--- config.mk ---
export PLATFORM = sky130hd
export DESIGN_NAME = pwm_bank
export DESIGN_NICKNAME = d
export VERILOG_FILES = /design/src/rtl/pwm_bank_pkg.sv /design/src/rtl/pwm_bank_regs.sv /design/src/rtl/pwm_bank_chan.sv /design/src/rtl/pwm_bank.sv
export SDC_FILE = /design/constraint.sdc
export NUM_CORES = 1
export LEC_CHECK = 0
export BUFFER_PORTS_ARGS = -buffer_cell sky130_fd_sc_hd__buf_4
export CORE_ASPECT_RATIO = 1.5
export CORE_UTILIZATION = 30
export DETAILED_ROUTE_END_ITERATION = 10
export HOLD_SLACK_MARGIN = 0.05
export PLACE_DENSITY = 0.53
export SLEW_MARGIN = 0
export SYNTH_ARGS = -nofsm -noshare
export SYNTH_HDL_FRONTEND = slang
export SYNTH_SLANG_ARGS = --single-unit
--- constraint.sdc ---
create_clock -name clk -period 10.36 [get_ports clk]
set_input_delay 2.072 -clock clk [delete_from_list [all_inputs] [get_ports clk]]
set_output_delay 2.072 -clock clk [all_outputs]
set_load 0.02 [all_outputs]
--- src/rtl/pwm_bank_pkg.sv ---
package pwm_bank_pkg;
  localparam int CNT_W   = 16;          // period / active tick fields
  localparam int PRE_W   = 8;           // prescaler field
  localparam int EXP_W   = 4;           // power-of-two exponent field
  localparam int EXP_MAX = 8;           // largest honoured exponent
  localparam int DIV_W   = EXP_MAX + 1; // divider counter width

  typedef struct packed {
    logic             run;
    logic             srcTick;
    logic [EXP_W-1:0] divExp;
    logic [PRE_W-1:0] preMax;
    logic             activeHigh;
    logic [CNT_W-1:0] perMax;
    logic [CNT_W-1:0] actTicks;
  } chanCtl_t;
endpackage

--- src/rtl/pwm_bank_regs.sv ---
module pwm_bank_regs
  import pwm_bank_pkg::*;
#(
  parameter int NUM_CH = 4,
  parameter int ADDR_W = 12
) (
  input  logic                  clk,
  input  logic                  rstN,
  input  logic                  oscTick,
  input  logic                  busTick,
  input  logic                  wrEn,
  input  logic [ADDR_W-1:0]     addr,
  input  logic [31:0]           wrData,
  output logic [31:0]           rdData,
  output chanCtl_t [NUM_CH-1:0] chanCtl
);
  localparam int NUM_PAIR    = (NUM_CH + 1) / 2;
  localparam int CLK_BASE    = 'h20;
  localparam int PAIR_STRIDE = 4;
  localparam int GATE_OFS    = 'h40;
  localparam int EN_OFS      = 'h80;
  localparam int CH_BASE     = 'h100;
  localparam int CH_STRIDE   = 'h20;
  localparam int PER_OFS     = 4;
  localparam int SEL_BIT     = 7;
  localparam int POL_BIT     = PRE_W;
  localparam int CTL_W       = PRE_W + 1;

  logic [NUM_PAIR-1:0]            srcSel;
  logic [NUM_PAIR-1:0][EXP_W-1:0] expRaw;
  logic [NUM_CH-1:0][CTL_W-1:0]   ctlReg;
  logic [NUM_CH-1:0][31:0]        perReg;
  logic [NUM_CH-1:0]              gateReg;
  logic [NUM_CH-1:0]              enReg;

  function automatic logic hit(input logic [ADDR_W-1:0] a, input int ofs);
    return a == ADDR_W'(ofs);
  endfunction

  always_ff @(posedge clk or negedge rstN) begin
    if (!rstN) begin
      srcSel  <= '0;
      expRaw  <= '0;
      ctlReg  <= '0;
      perReg  <= '0;
      gateReg <= '0;
      enReg   <= '0;
    end else if (wrEn) begin
      for (int p = 0; p < NUM_PAIR; p++) begin
        if (hit(addr, CLK_BASE + PAIR_STRIDE * p)) begin
          srcSel[p] <= wrData[SEL_BIT];
          expRaw[p] <= wrData[EXP_W-1:0];
        end
      end
      if (hit(addr, GATE_OFS)) gateReg <= wrData[NUM_CH-1:0];
      if (hit(addr, EN_OFS))   enReg   <= wrData[NUM_CH-1:0];
      for (int c = 0; c < NUM_CH; c++) begin
        if (hit(addr, CH_BASE + CH_STRIDE * c))           ctlReg[c] <= wrData[CTL_W-1:0];
        if (hit(addr, CH_BASE + CH_STRIDE * c + PER_OFS)) perReg[c] <= wrData;
      end
    end
  end

  always_comb begin
    rdData = '0;
    for (int p = 0; p < NUM_PAIR; p++) begin
      if (hit(addr, CLK_BASE + PAIR_STRIDE * p)) begin
        rdData[SEL_BIT]     = srcSel[p];
        rdData[EXP_W-1:0]   = expRaw[p];
      end
    end
    if (hit(addr, GATE_OFS)) rdData[NUM_CH-1:0] = gateReg;
    if (hit(addr, EN_OFS))   rdData[NUM_CH-1:0] = enReg;
    for (int c = 0; c < NUM_CH; c++) begin
      if (hit(addr, CH_BASE + CH_STRIDE * c))           rdData[CTL_W-1:0] = ctlReg[c];
      if (hit(addr, CH_BASE + CH_STRIDE * c + PER_OFS)) rdData = perReg[c];
    end
  end

  // Per-channel strobe bundle: clamp exponent, pick source from the pair word.
  for (genvar c = 0; c < NUM_CH; c++) begin : g_ctl
    localparam int PAIR = c / 2;
    logic [EXP_W-1:0] expEff;
    assign expEff = (expRaw[PAIR] > EXP_W'(EXP_MAX)) ? EXP_W'(EXP_MAX) : expRaw[PAIR];
    assign chanCtl[c] = '{
      run:        gateReg[c] & enReg[c],
      srcTick:    srcSel[PAIR] ? busTick : oscTick,
      divExp:     expEff,
      preMax:     ctlReg[c][PRE_W-1:0],
      activeHigh: ctlReg[c][POL_BIT],
      perMax:     perReg[c][2*CNT_W-1:CNT_W],
      actTicks:   perReg[c][CNT_W-1:0]
    };
  end
endmodule

--- src/rtl/pwm_bank_chan.sv ---
module pwm_bank_chan
  import pwm_bank_pkg::*;
(
  input  logic             clk,
  input  logic             rstN,
  input  chanCtl_t         cfg,
  output logic             pwmLevel,
  output logic [CNT_W-1:0] perCnt
);
  logic [DIV_W-1:0] divCnt;
  logic [DIV_W-1:0] divLimit;
  logic [PRE_W-1:0] preCnt;
  logic             divPulse;
  logic             tick;
  logic             active;

  assign divLimit = DIV_W'((32'd1 << cfg.divExp) - 32'd1);
  assign divPulse = cfg.run & cfg.srcTick & (divCnt >= divLimit);
  assign tick     = divPulse & (preCnt >= cfg.preMax);

  // Greater-or-equal wraps let a shrunken limit take hold on the next event.
  always_ff @(posedge clk or negedge rstN) begin
    if (!rstN) begin
      divCnt <= '0;
      preCnt <= '0;
      perCnt <= '0;
    end else if (!cfg.run) begin
      divCnt <= '0;
      preCnt <= '0;
      perCnt <= '0;
    end else begin
      if (cfg.srcTick) divCnt <= (divCnt >= divLimit) ? '0 : divCnt + 1'b1;
      if (divPulse)    preCnt <= (preCnt >= cfg.preMax) ? '0 : preCnt + 1'b1;
      if (tick)        perCnt <= (perCnt >= cfg.perMax) ? '0 : perCnt + 1'b1;
    end
  end

  assign active   = cfg.run & (perCnt < cfg.actTicks);
  assign pwmLevel = cfg.activeHigh ? active : ~active;
endmodule

--- src/rtl/pwm_bank.sv ---
module pwm_bank
  import pwm_bank_pkg::*;
#(
  parameter int NUM_CH = 4,
  parameter int ADDR_W = 12
) (
  input  logic              clk,
  input  logic              rstN,
  input  logic              oscTick,
  input  logic              busTick,
  input  logic              wrEn,
  input  logic [ADDR_W-1:0] addr,
  input  logic [31:0]       wrData,
  output logic [31:0]       rdData,
  output logic [NUM_CH-1:0] pwmOut
);
  chanCtl_t [NUM_CH-1:0]         chanCtl;
  logic [NUM_CH-1:0]             runVec;
  logic [NUM_CH-1:0]             polVec;
  logic [NUM_CH-1:0]             actZero;
  logic [NUM_CH-1:0][CNT_W-1:0]  cntArr;

  pwm_bank_regs #(.NUM_CH(NUM_CH), .ADDR_W(ADDR_W)) regs_i (
    .clk     (clk),
    .rstN    (rstN),
    .oscTick (oscTick),
    .busTick (busTick),
    .wrEn    (wrEn),
    .addr    (addr),
    .wrData  (wrData),
    .rdData  (rdData),
    .chanCtl (chanCtl)
  );

  for (genvar c = 0; c < NUM_CH; c++) begin : g_ch
    pwm_bank_chan chan_i (
      .clk      (clk),
      .rstN     (rstN),
      .cfg      (chanCtl[c]),
      .pwmLevel (pwmOut[c]),
      .perCnt   (cntArr[c])
    );
    assign runVec[c]  = chanCtl[c].run;
    assign polVec[c]  = chanCtl[c].activeHigh;
    assign actZero[c] = (chanCtl[c].actTicks == '0);
  end
endmodule

Yosys cells after proc, flatten, opt, wreduce, memory -nomap -nowiden --
Index checks and enable logic that the tools add are counted.
Word-level totals: bits in registers 314, bits of input ports 49, output and inout bits 36, word-level logic and storage cells 178
Cells by class: add/sub/neg operators 14, magnitude comparators 18, equality and inequality tests 24, shift-type cells 2, mux-type cells 58, bitwise gates (word level) 24, reductions and logical operators 12
Operators by type and width (count):
- $mux W16 | 12
- $mux W9 | 16
- $mux W32 | 4
- $eq A12 B9 Y1 const B | 8
- $mux W8 | 12
- $add A16 B1 Y16 const B | 4
- $ge A16 B16 Y1 | 4
- $lt A16 B16 Y1 | 4
- $add A9 B1 Y9 const B | 4
- $ge A9 B9 Y1 | 4
- $add A8 B1 Y8 const B | 4
- $ge A8 B8 Y1 | 4
- $eq A12 B6 Y1 const B | 2
- $mux W4 | 6
- $ne A2 B2 Y1 const B | 12
- $reduce_and A2 Y1 | 12
- $and A1 B1 Y1 | 20
- $shl A1 B4 Y9 const A | 2
- $sub A9 B1 Y9 const B | 2
- $eq A12 B7 Y1 const B | 1
- $eq A12 B8 Y1 const B | 1
- $gt A4 B4 Y1 const B | 2
- $mux W1 | 8
- $not A1 Y1 | 4

Depth between registers and ports, before layout --
Gate-level depths: netlist of the first run.
word-level depth 13, mapped depth 15

Modules after synthesis --
From an unflattened synthesis of the first run, not the netlist that was laid out.
Second synthesis, totals: cell total of the unflattened synthesis 2185, area total of the unflattened synthesis 21331.7 um2
Modules (own cells, without submodules):
- pwm_bank_regs | times used 1, cells an instance 677, area an instance 8558.2 um2, sequential area each 4554.4 um2
- pwm_bank_chan (g_ch[1].chan_i ...) | times used 2, cells an instance 377, area an instance 3194.3 um2, sequential area each 825.8 um2
- pwm_bank_chan (g_ch[0].chan_i) | times used 1, cells an instance 384, area an instance 3200.6 um2, sequential area each 825.8 um2
- pwm_bank_chan (g_ch[2].chan_i) | times used 1, cells an instance 370, area an instance 3184.3 um2, sequential area each 825.8 um2

Worst setup path after synthesis of the first run --
Ideal clock, no wire load.
path kind input -> output, start in addr[5], end out rdData[1], arrival 3.994 ns, required time 8.288 ns, setup slack 4.294 ns, stages 8, buffers on the path 2, cells stage by stage clkbuf_1 -> nor4b_4 -> and2_0 -> clkbuf_1 -> a22oi_1 -> a211oi_1 -> o221ai_1 -> a41oi_1
Between the ends: longest elaborated chain between the ends 13
RTL lines:
- start, declared | line pwm_bank.sv:12 | input logic [ADDR_W-1:0] addr,
- $eq A12 B6 Y1 | line pwm_bank_regs.sv:37 | return a == ADDR_W'(ofs);
- $mux W4 (2 in series) | line pwm_bank_regs.sv:67 | if (hit(addr, CLK_BASE + PAIR_STRIDE * p)) begin
- $mux W4 | line pwm_bank_regs.sv:72 | if (hit(addr, GATE_OFS)) rdData[NUM_CH-1:0] = gateReg;
- $mux W4 | line pwm_bank_regs.sv:73 | if (hit(addr, EN_OFS)) rdData[NUM_CH-1:0] = enReg;
- $mux W9 | line pwm_bank_regs.sv:75 | if (hit(addr, CH_BASE + CH_STRIDE * c)) rdData[CTL_W-1:0] = ctlReg[c];
- $mux W32 | line pwm_bank_regs.sv:76 | if (hit(addr, CH_BASE + CH_STRIDE * c + PER_OFS)) rdData = perReg[c];
- $mux W9 | line pwm_bank_regs.sv:75
- $mux W32 | line pwm_bank_regs.sv:76
- $mux W9 | line pwm_bank_regs.sv:75
- $mux W32 | line pwm_bank_regs.sv:76
- $mux W9 | line pwm_bank_regs.sv:75
- $mux W32 * | line pwm_bank_regs.sv:76
- end, declared | line pwm_bank.sv:14 | output logic [31:0] rdData,
Every way passes the cells marked *; elsewhere a longest branch is shown, timed or not.

Worst setup path in the final report of the first run --
start in addr[9], end out rdData[6]
Between the ends: longest elaborated chain between the ends 9
RTL lines (line):
- $eq A12 B9 Y1 | pwm_bank_regs.sv:37
- $mux W9 | pwm_bank_regs.sv:75
- $mux W32 | pwm_bank_regs.sv:76
- $mux W9 | pwm_bank_regs.sv:75
- $mux W32 | pwm_bank_regs.sv:76
- $mux W9 | pwm_bank_regs.sv:75
- $mux W32 | pwm_bank_regs.sv:76
- $mux W9 | pwm_bank_regs.sv:75
- $mux W32 * | pwm_bank_regs.sv:76
Marks and branches as above.

==> impl_metrics.py, run 1 <==
metrics = {
    "worst_setup_path": {
        "critPathBufInv": 2,
        "worstPathArrival_ns": 5.35,
        "end_kind": "primary output",
        "path_cells": "buf_4 -> nor4b_4 -> and2_1 -> nand2_1 -> nor2_2 -> a221oi_1 -> a222oi_1 -> buf_4",
        "crit_fanout": 18,
        "worstSetupPathType": "input port to primary output",
        "crit_family": "simple AND/OR/NAND/NOR gates",
        "required_ns": 8.29,
        "r2r-start": "regs_i.expRaw[3]$_DFFE_PN0P_",
        "cp-startpoint": "addr[9]",
        "slowest_stage": "a222oi_1",
        "max_stage_delay_ns": 0.77,
        "critPathMostFrequentCell": "buf_4",
        "cp-start-kind": "input port",
    },
    "power_and_ir_drop": {
        "peakVddDrop_uv": 117,
        "switching_share_pct": 23.0,
        "power_frac_comb_pct": 3.9,
        "p_total_mw": 2.80,
        "pwr_density_cell_mw_per_mm2": 120,
        "clkPwrFrac_pct": 52.0,
        "leakage_nw": 10.6,
        "p_int_mw": 2.16,
        "p_sw_mw": 0.643,
        "seqPwrFrac_pct": 44.1,
    },
    "sta": {
        "setup_violations": 0,
        "max_freq_mhz": 135,
        "rsz0062_at_grt": "no",
        "fin_crit_ns": 7.42,
        "whs_ns": 0.503,
        "fin_worst_skew_ns": 0.0242,
        "slew_viol_final": 0,
        "slew_headroom_pct": 23.8,
        "fin_crit_sh_pct": 71.6,
        "hold_viol_final": 0,
        "setup_tns_ns": 0,
        "tightest_slew_ns": 1.14,
    },
    "global_routing": {
        "grt_pass1_vias": 16900,
        "grt_max_degree": 113,
        "antenna_found_initial": 4,
        "overflow": 0,
        "grt_pass1_wl_um": 100000,
        "track_usage_pct": 18.6,
    },
    "clock_network": {
        "cts.path.max_buffers": 3,
        "insertion_delay_ns": 0.54,
        "cts_sinks": 314,
        "hold_buffers": 0,
        "cts-resized-gates": 0,
        "path_clk_slew_ns": 0.06,
        "cts_buffers": 37,
        "root_buffer": "clkbuf_16",
        "cts_tree": "yes",
        "h-tree-depth": 2,
        "post-cts-setup-buffers": 0,
    },
    "logic_synthesis": {
        "synth-edff-count": 0,
        "synthTopCellsByCount": "314 x dfrtp_1, 198 x ha_1, 193 x inv_1",
        "yosys.cell_count.top_type": "dfrtp_1",
        "synth_top_area_share_pct": 38.6,
        "synth_cells": 2073,
        "ys_types": 85,
        "yosys.area.top_type": "dfrtp_1",
        "syn-mean-instance-area_um2": 9.83,
        "synthesis.area_mm2": 0.0204,
        "ys.flop_type": "dfrtp_1",
        "postSynth.asyncResetShare_pct": 100,
        "yosysWarnings": 0,
        "yosysSeqAreaShare_pct": 38.6,
        "ys_seq_elements": 314,
        "yosys-top-cells-area": "dfrtp_1 39%, ha_1 12%, mux2_2 10%, inv_1 3.6%, nand2_1 2.6%",
    },
    "floorplanning": {
        "core_area_mm2": 0.0669,
        "rows": 116,
        "die_width_um": 215,
        "fp.dieH_um": 321,
        "io_pins": 85,
        "start_util_pct": 30.4,
        "die_area_mm2": 0.0690,
    },
    "route": {
        "via_per_inst": 5.54,
        "antenna_left": 0,
        "drt_iter0_markers": 1150,
        "drc": 0,
        "dr.pass1.iters": 6,
        "vias": 16900,
        "wl_um": 64700,
        "wl_per_cell_um": 21.2,
    },
    "worst_hold_path": {
        "hold_start": "regs_i.chanCtl[163]$_DFFE_PN0P_",
        "hp-class": "register to register",
    },
    "placement": {
        "portBuffers": 84,
        "dp_cells": 2992,
        "dp_hpwl_um": 49400,
        "place_congestion": 0.929,
    },
    "final_layout": {
        "area_growth_syn_to_layout_pct": 14.3,
        "fin_cells": 3059,
        "drive_above_1_share_pct": 17.8,
        "diodes": 0,
        "final_nets": 2393,
    },
    "job": {
        "cap_violations": 0,
    },
    "run_status": {
        "status": "completed",
    },
}
## through the flow
stage	cell area, um^2	utilization, %	worst slack [ns]
final	23300	34.8	2.94
after global routing	23300	34.8	2.79
after CTS	23300	34.8	3.02
after detailed placement	21900	32.8	3.03
after global placement	21900	32.8	3.08
after floorplan	20400	-	4.29
## kinds of logic after synthesis
group,synth area share (%)
muxes,11.1
AOI/OAI and AO/OA,17.7
adders and majority gates,12.2
DFF,38.6
xor gates and xnor gates,0.602
other,0.0184
and+or+nand+nor,14.7
buffers and inverters,5.18
## sequential cells by signal, summed over array words and instances (netlist names)
register and count:
regs_i.srcSel 2, regs_i.expRaw 8, g_ch.chan_i.divCnt 36, g_ch.chan_i.perCnt 64
regs_i.chanCtl 164, g_ch.chan_i.preCnt 32, regs_i.gateReg 4, regs_i.enReg 4
## final timing paths
check | endpoint | slack, ns | cells after the start
min in group asynchronous | g_ch[1].chan_i.perCnt[10]$_DFFE_PN0P_ | 1.60 | 1
setup / recovery | rdData[6] | 2.94 | 8
hold / removal | regs_i.chanCtl[163]$_DFFE_PN0P_ | 0.50 | 1
max in group asynchronous | regs_i.chanCtl[141]$_DFFE_PN0P_ | 7.18 | 2
hold reg to reg | regs_i.chanCtl[163]$_DFFE_PN0P_ | 0.50 | 1
setup reg to reg | g_ch[1].chan_i.perCnt[15]$_DFFE_PN0P_ | 6.05 | 11
## layout make-up
type                    count  area, um^2
fillers                  6714       43600
clock inverters            19         295
clock buffers              48        1050
repair buffers            101         766
inverters                 193         724
multi-input cells        1499       11500
well taps                 885        1110
flip-flops and latches    314        7860
## cell usage in the layout (no fill, tap or decap), drive strengths merged, types with 53 or more instances in the layout
cell type and instances:
ha 198, mux2 187, nand3 104, o21ai 94, nor2 85, inv 196, nand2 141, and3 53
a21oi 84, buf 101, dfrtp 314
## layer usage
metal | part of all wire [%] | GRT usage [%]
met4 | 4.5 | 8.14
met2 | 50 | 33.2
met3 | 4.4 | 2.40
met1 | 41 | 22.2
met5 | 0.082 | 0
## power groups by stage
stage	sequential [mW]	combinational, mW	clock, mW
after floorplan	1.25	0.0407	0
after global placement	1.26	0.107	0
after detailed placement	1.26	0.110	0
after CTS	1.23	0.110	1.49
after global routing	1.23	0.120	1.53
final	1.23	0.109	1.46
Power figures use the tool's default switching activity.
==> run 2: changes to the inputs <==
--- a/config.mk
+++ b/config.mk
@@ -5,6 +5,7 @@
 export SDC_FILE = /design/constraint.sdc
 export NUM_CORES = 1
 export LEC_CHECK = 0
+export ABC_AREA = 1
 export BUFFER_PORTS_ARGS = -buffer_cell sky130_fd_sc_hd__buf_4
 export CORE_ASPECT_RATIO = 1.5
 export CORE_UTILIZATION = 30
==> constraint.sdc (replaced) <==
create_clock -name clk -period 7.6 [get_ports clk]
set_input_delay 1.52 -clock clk [delete_from_list [all_inputs] [get_ports clk]]
set_output_delay 1.52 -clock clk [all_outputs]
set_load 0.02 [all_outputs]
==> impl_metrics.py, run 2 <==
metrics = {
    "logic_synthesis": {
        "synth-edff-count": 0,
        "ys_seq_elements": 314,
        "synth_cells": 2573,
        "synthTopCellsByCount": "493 x nand2_1, 381 x inv_1, 314 x dfrtp_1",
        "synth_compound_gate_area_share_pct": 16.2,
        "ys_types": 52,
        "synth_top_family_by_area": "simple AND/OR/NAND/NOR gates",
        "yosysWarnings": 0,
        "synthesis.area_mm2": 0.0203,
        "ys.flop_type": "dfrtp_1",
        "synthXorXnorAreaFrac_pct": 3.88,
        "synth_top_area_share_pct": 38.7,
        "muxShareOfSynthArea_pct": 0,
        "synth-simple-area-share_pct": 19.9,
        "yosys-top-cells-area": "dfrtp_1 39%, ha_1 12%, nand2_1 9.1%, o21ai_0 7.3%, inv_1 7.0%",
        "yosys.cell_count.top_type": "nand2_1",
        "postSynth.asyncResetShare_pct": 100,
        "syn-mean-instance-area_um2": 7.89,
        "yosysSeqAreaShare_pct": 38.7,
        "yosys.area.top_type": "dfrtp_1",
        "synth_fa_ha_area_share_pct": 12.2,
    },
    "worst_hold_path": {
        "whs_path_depth": 2,
        "hold_start": "regs_i.chanCtl[21]$_DFFE_PN0P_",
        "whs_endpoint": "regs_i.chanCtl[21]$_DFFE_PN0P_",
        "hp-class": "register to register",
    },
    "worst_setup_path": {
        "reg2reg_setup_slack_ns": 4.09,
        "path_cells": "buf_4 -> nor2_1 -> inv_1 -> nor2_1 -> inv_1 -> nor2_2 -> inv_2 -> o21ai_0 -> o221ai_1 -> o21ai_0 -> buf_4",
        "worstPathArrival_ns": 4.39,
        "crit_fanout": 36,
        "max_stage_delay_ns": 0.75,
        "end_kind": "primary output",
        "r2r-start": "regs_i.expRaw[1]$_DFFE_PN0P_",
        "cp-start-kind": "input port",
        "timing.rr.end": "g_ch[0].chan_i.perCnt[14]$_DFFE_PN0P_",
        "slowest_stage": "nor2_2",
        "required_ns": 6.08,
        "ff2ff_path_depth": 16,
        "worstSetupPathType": "input port to primary output",
    },
    "sta": {
        "slew_viol_final": 0,
        "rsz0062_at_grt": "no",
        "setup_tns_ns": 0,
        "fin_crit_sh_pct": 77.7,
        "fin_worst_skew_ns": 0.0200,
        "tightest_slew_ns": 1.11,
        "fin_crit_ns": 5.91,
        "slew_headroom_pct": 25.8,
        "max_freq_mhz": 169,
        "whs_ns": 0.484,
        "hold_viol_final": 0,
        "setup_violations": 0,
    },
    "clock_network": {
        "path_clk_slew_ns": 0.06,
        "hold_buffers": 0,
        "cts_tree": "yes",
        "cts.path.max_buffers": 3,
        "cts-resized-gates": 0,
        "insertion_delay_ns": 0.57,
        "root_buffer": "clkbuf_16",
        "post-cts-setup-buffers": 0,
        "cts_sinks": 314,
        "h-tree-depth": 2,
        "cts_buffers": 38,
    },
    "placement": {
        "dp_hpwl_um": 48600,
        "portBuffers": 84,
        "place_congestion": 0.912,
    },
    "global_routing": {
        "grt_pass1_vias": 17800,
        "grt_pass1_wl_um": 101000,
        "overflow": 0,
        "grt_max_degree": 166,
        "track_usage_pct": 18.7,
        "antenna_found_initial": 3,
    },
    "route": {
        "dr.pass1.iters": 5,
        "drt_iter0_markers": 1197,
        "wl_um": 64000,
        "wl_per_cell_um": 18.0,
        "via_per_inst": 5.08,
        "antenna_left": 0,
        "vias": 18000,
        "drc": 0,
    },
    "final_layout": {
        "final_common_cell": "nand2_1",
        "most-common-layout-cells": "491 x nand2_1, 381 x inv_1, 314 x dfrtp_1, 295 x o21ai_0, 198 x ha_1",
        "drive_above_1_share_pct": 8.60,
        "final_nets": 2881,
        "largest_reg_flops": 164,
        "area_growth_syn_to_layout_pct": 13.9,
    },
    "run_status": {
        "status": "completed",
    },
    "power_and_ir_drop": {
        "p_total_mw": 3.84,
        "leakage_nw": 10.1,
        "peakVddDrop_uv": 169,
        "pwr_density_cell_mw_per_mm2": 166,
    },
    "job": {
        "cap_violations": 0,
    },
    "floorplanning": {
        "die_width_um": 214,
        "start_util_pct": 30.4,
        "rows": 116,
        "core_area_mm2": 0.0668,
        "fp.dieH_um": 321,
        "io_pins": 85,
        "die_area_mm2": 0.0688,
    },
}
==> run 2: changes by cell type in the layout (fill, tap and decap cells not counted), sizes merged, moves of 47 or more <==
cell   previous run  this run
o21ai            94       342
and3             53         3
nor3             33       109
nand2           141       512
a21oi            84       131
inv             196       389
xor2              7        75
mux2            187         0
==> run 2: final cells by class <==
type,count,area (um^2)
Clock buffer,51,1130
Tap cell,885,1110
Clock inverter,19,245
Sequential cell,314,7860
Fill cell,7102,43600
Antenna cell,1,2.50
Inverter,393,1480
Multi-Input combinational cell,1797,10600
Timing Repair Buffer,90,696
==> run 2: worst max-delay path by stage <==
| stage | start | endpoint | slack (ns) | cells past startpoint |
|---|---|---|---|---|
| detailed placement | addr[4] | rdData[5] | 1.83 | 11 |
| global placement | addr[4] | rdData[4] | 1.81 | 11 |
| CTS | addr[4] | rdData[5] | 1.82 | 11 |
| finish | addr[4] | rdData[23] | 1.69 | 11 |
| global route | addr[4] | rdData[5] | 1.55 | 11 |
| floorplan | addr[1] | rdData[31] | 3.03 | 8 |
==> run 2: kinds of logic (layout without fill, tap and decap cells) <==
kind of cell / Yosys count / after routing
buffers and inverters: 465 / 553
and+or+nand+nor: 914 / 914
adders and majority gates: 198 / 198
DFF: 314 / 314
AOI/OAI and AO/OA: 591 / 591
other: 1 / 5
xor gates and xnor gates: 90 / 90
==> run 2: power breakdown <==
group          internal (mW)  leakage (nW)  total, mW  switching [mW]
registers               1.68          4.39       1.68         0.00365
logic                 0.0344          5.06      0.133          0.0986
clock network           1.22         0.659       2.02           0.799
==> run 2: per-stage QoR <==
stage	std cells	area, um^2	setup slack, ns	utilization, %
floorplan	2576	20300	3.03	-
global placement	3479	21800	1.81	32.6
detailed placement	3479	21800	1.83	32.6
CTS	3549	23100	1.82	34.6
global route	3549	23100	1.55	34.6
finish	3550	23100	1.69	34.6
==> run 2: critical path: cells and delay by family <==
kind,cells,cell delay [ns]
AO/OA/AOI/OAI,3,0.54
buffers and inverters,5,1.07
AND/OR/NAND/NOR,3,1.23
==> run 2: layer usage <==
layer	share of wire, %	track usage (%)	vias to the layer above
met3	4.6	2.54	141
li1	-	-	8739
met1	41	22.3	8635
met4	4.6	8.32	4
met5	0.041	0	-
met2	49	33.4	504
==> run 3: changes to the inputs <==
==> constraint.sdc (replaced) <==
create_clock -name clk -period 5.7 [get_ports clk]
set_input_delay 1.14 -clock clk [delete_from_list [all_inputs] [get_ports clk]]
set_output_delay 1.14 -clock clk [all_outputs]
set_load 0.02 [all_outputs]
==> impl_metrics.py, run 3 (same netlist as run 2, synthesis figures left out) <==
metrics = {
    "sta": {
        "fin_crit_sh_pct": 87.3,
        "setup_violations": 0,
        "slew_headroom_pct": 27.5,
        "setup_tns_ns": 0,
        "rsz0062_at_grt": "no",
        "tightest_slew_ns": 1.08,
        "fin_crit_ns": 4.97,
        "setup_slack_ns": 0.726,
        "fin_worst_skew_ns": 0.0214,
        "slew_viol_final": 0,
        "max_freq_mhz": 201,
        "hold_viol_final": 0,
    },
    "power_and_ir_drop": {
        "p_sw_mw": 1.19,
        "switching_share_pct": 24.2,
        "pwr_density_cell_mw_per_mm2": 214,
        "p_int_mw": 3.74,
        "power_frac_comb_pct": 3.7,
        "seqPwrFrac_pct": 45.4,
        "clkPwrFrac_pct": 51.0,
        "leakage_nw": 10.1,
        "p_total_mw": 4.94,
        "peakVddDrop_uv": 174,
    },
    "worst_setup_path": {
        "end_kind": "primary output",
        "worstSetupPathType": "input port to primary output",
        "crit_fanout": 20,
        "worstPathArrival_ns": 3.83,
        "cp-start-kind": "input port",
        "path_cells": "buf_4 -> nor2_1 -> nand2_1 -> nor2_1 -> inv_2 -> nor2_1 -> buf_4 -> inv_1 -> o21ai_0 -> a21oi_1 -> nor3_1 -> o22ai_1 -> buf_4",
        "slowest_stage": "nor3_1",
        "required_ns": 4.56,
        "max_stage_delay_ns": 0.45,
    },
    "clock_network": {
        "cts_buffers": 38,
        "root_buffer": "clkbuf_16",
        "hold_buffers": 0,
        "cts.path.max_buffers": 3,
        "h-tree-depth": 2,
        "path_clk_slew_ns": 0.05,
        "cts-resized-gates": 0,
        "cts_sinks": 314,
        "cts_tree": "yes",
        "insertion_delay_ns": 0.58,
        "post-cts-setup-buffers": 0,
    },
    "final_layout": {
        "most-common-layout-cells": "491 x nand2_1, 381 x inv_1, 314 x dfrtp_1, 295 x o21ai_0, 198 x ha_1",
        "fin_area_mm2": 0.0230,
        "multi_input_area_mm2": 0.0106,
        "area_growth_syn_to_layout_pct": 13.5,
        "n_fill_cell": 7038,
        "area.sequential_mm2": 0.00786,
        "final_common_cell": "nand2_1",
        "final_nets": 2884,
        "diodes": 0,
        "largest_reg_flops": 164,
        "drive_above_1_share_pct": 8.48,
    },
    "global_routing": {
        "antenna_found_initial": 0,
        "grt_max_degree": 113,
        "overflow": 0,
        "track_usage_pct": 18.7,
        "grt_pass1_wl_um": 101000,
        "grt_pass1_vias": 17800,
    },
    "route": {
        "dr.pass1.iters": 6,
        "drt_iter0_markers": 1191,
        "drc": 0,
        "wl_um": 64600,
        "via_per_inst": 5.07,
        "antenna_left": 0,
        "wl_per_cell_um": 18.2,
        "vias": 18000,
    },
    "placement": {
        "portBuffers": 84,
        "placed_area_mm2": 0.0218,
        "place_congestion": 0.955,
        "pre_cts_ws_ns": 0.902,
        "dp_hpwl_um": 48500,
    },
    "floorplanning": {
        "core_area_mm2": 0.0668,
        "fp.dieH_um": 321,
        "die_width_um": 214,
        "die_area_mm2": 0.0688,
        "rows": 116,
        "io_pins": 85,
        "start_util_pct": 30.4,
    },
    "run_status": {
        "status": "completed",
    },
    "worst_hold_path": {
        "hp-class": "register to register",
    },
    "job": {
        "cap_violations": 0,
    },
}
[run 3: changes by cell type in the layout (fill, tap and decap cells not counted), sizes merged]
cell	change
buf	+3
diode	-1
inv	+2
clkinv	+4
clkinvlp	-7
bufinv	-2
[run 3: layout make-up]
type | count | area share [%]
Inverter | 393 | 6.40
Clock inverter | 16 | 0.804
Sequential cell | 314 | 34.1
Clock buffer | 51 | 4.64
Tap cell | 885 | 4.81
Timing Repair Buffer | 93 | 3.17
Multi-Input combinational cell | 1797 | 46.1
[run 3: path summary, 6_finish.rpt]
check                                                     start                                    end  slack (ns)  depth (start not counted)
worst max-delay path                                    addr[1]                              rdData[4]        0.73                         13
worst min-delay path            regs_i.chanCtl[130]$_DFFE_PN0P_        regs_i.chanCtl[130]$_DFFE_PN0P_        0.48                          2
worst max register to register     regs_i.expRaw[1]$_DFFE_PN0P_  g_ch[0].chan_i.perCnt[14]$_DFFE_PN0P_        2.15                         16
worst min register to register  regs_i.chanCtl[130]$_DFFE_PN0P_        regs_i.chanCtl[130]$_DFFE_PN0P_        0.48                          2
max in group asynchronous                                  rstN         regs_i.chanCtl[23]$_DFFE_PN0P_        3.94                          2
min in group asynchronous                                  rstN   g_ch[2].chan_i.divCnt[0]$_DFFE_PN0P_        0.58                          1
[run 3: power by group through the flow]
| stage | clock network, mW | registers [mW] | logic [mW] |
|---|---|---|---|
| 3_5_place_dp | 0 | 2.28 | 0.186 |
| 3_3_place_gp | 0 | 2.28 | 0.182 |
| 4_1_cts | 2.56 | 2.24 | 0.186 |
| 2_1_floorplan | 0 | 2.28 | 0.0603 |
| 5_1_grt | 2.65 | 2.24 | 0.203 |
| 6_report | 2.52 | 2.24 | 0.181 |
[run 3: metal layers]
layer	track usage, %	share of wire [%]	vias up
li1	-	-	8729
met1	22.4	41	8663
met2	34.0	50	486
met3	2.66	4.7	110
met4	6.70	3.4	0
met5	0	0	-
[run 3: critical path: cells and delay by family]
kind	cells	cell delay [ns]
buffers and inverters	5	0.98
AOI/OAI and AO/OA	3	0.50
and+or+nand+nor	5	1.19
[run 3: metrics by stage]
stage | instances | utilization (%) | hold slack (ns)
final | 3549 | 34.5 | 0.484
after global routing | 3549 | 34.5 | 0.502
after CTS | 3549 | 34.5 | 0.486
after detailed placement | 3482 | 32.6 | 0.472
after global placement | 3482 | 32.6 | 0.465
after floorplan | 2576 | - | 0.453
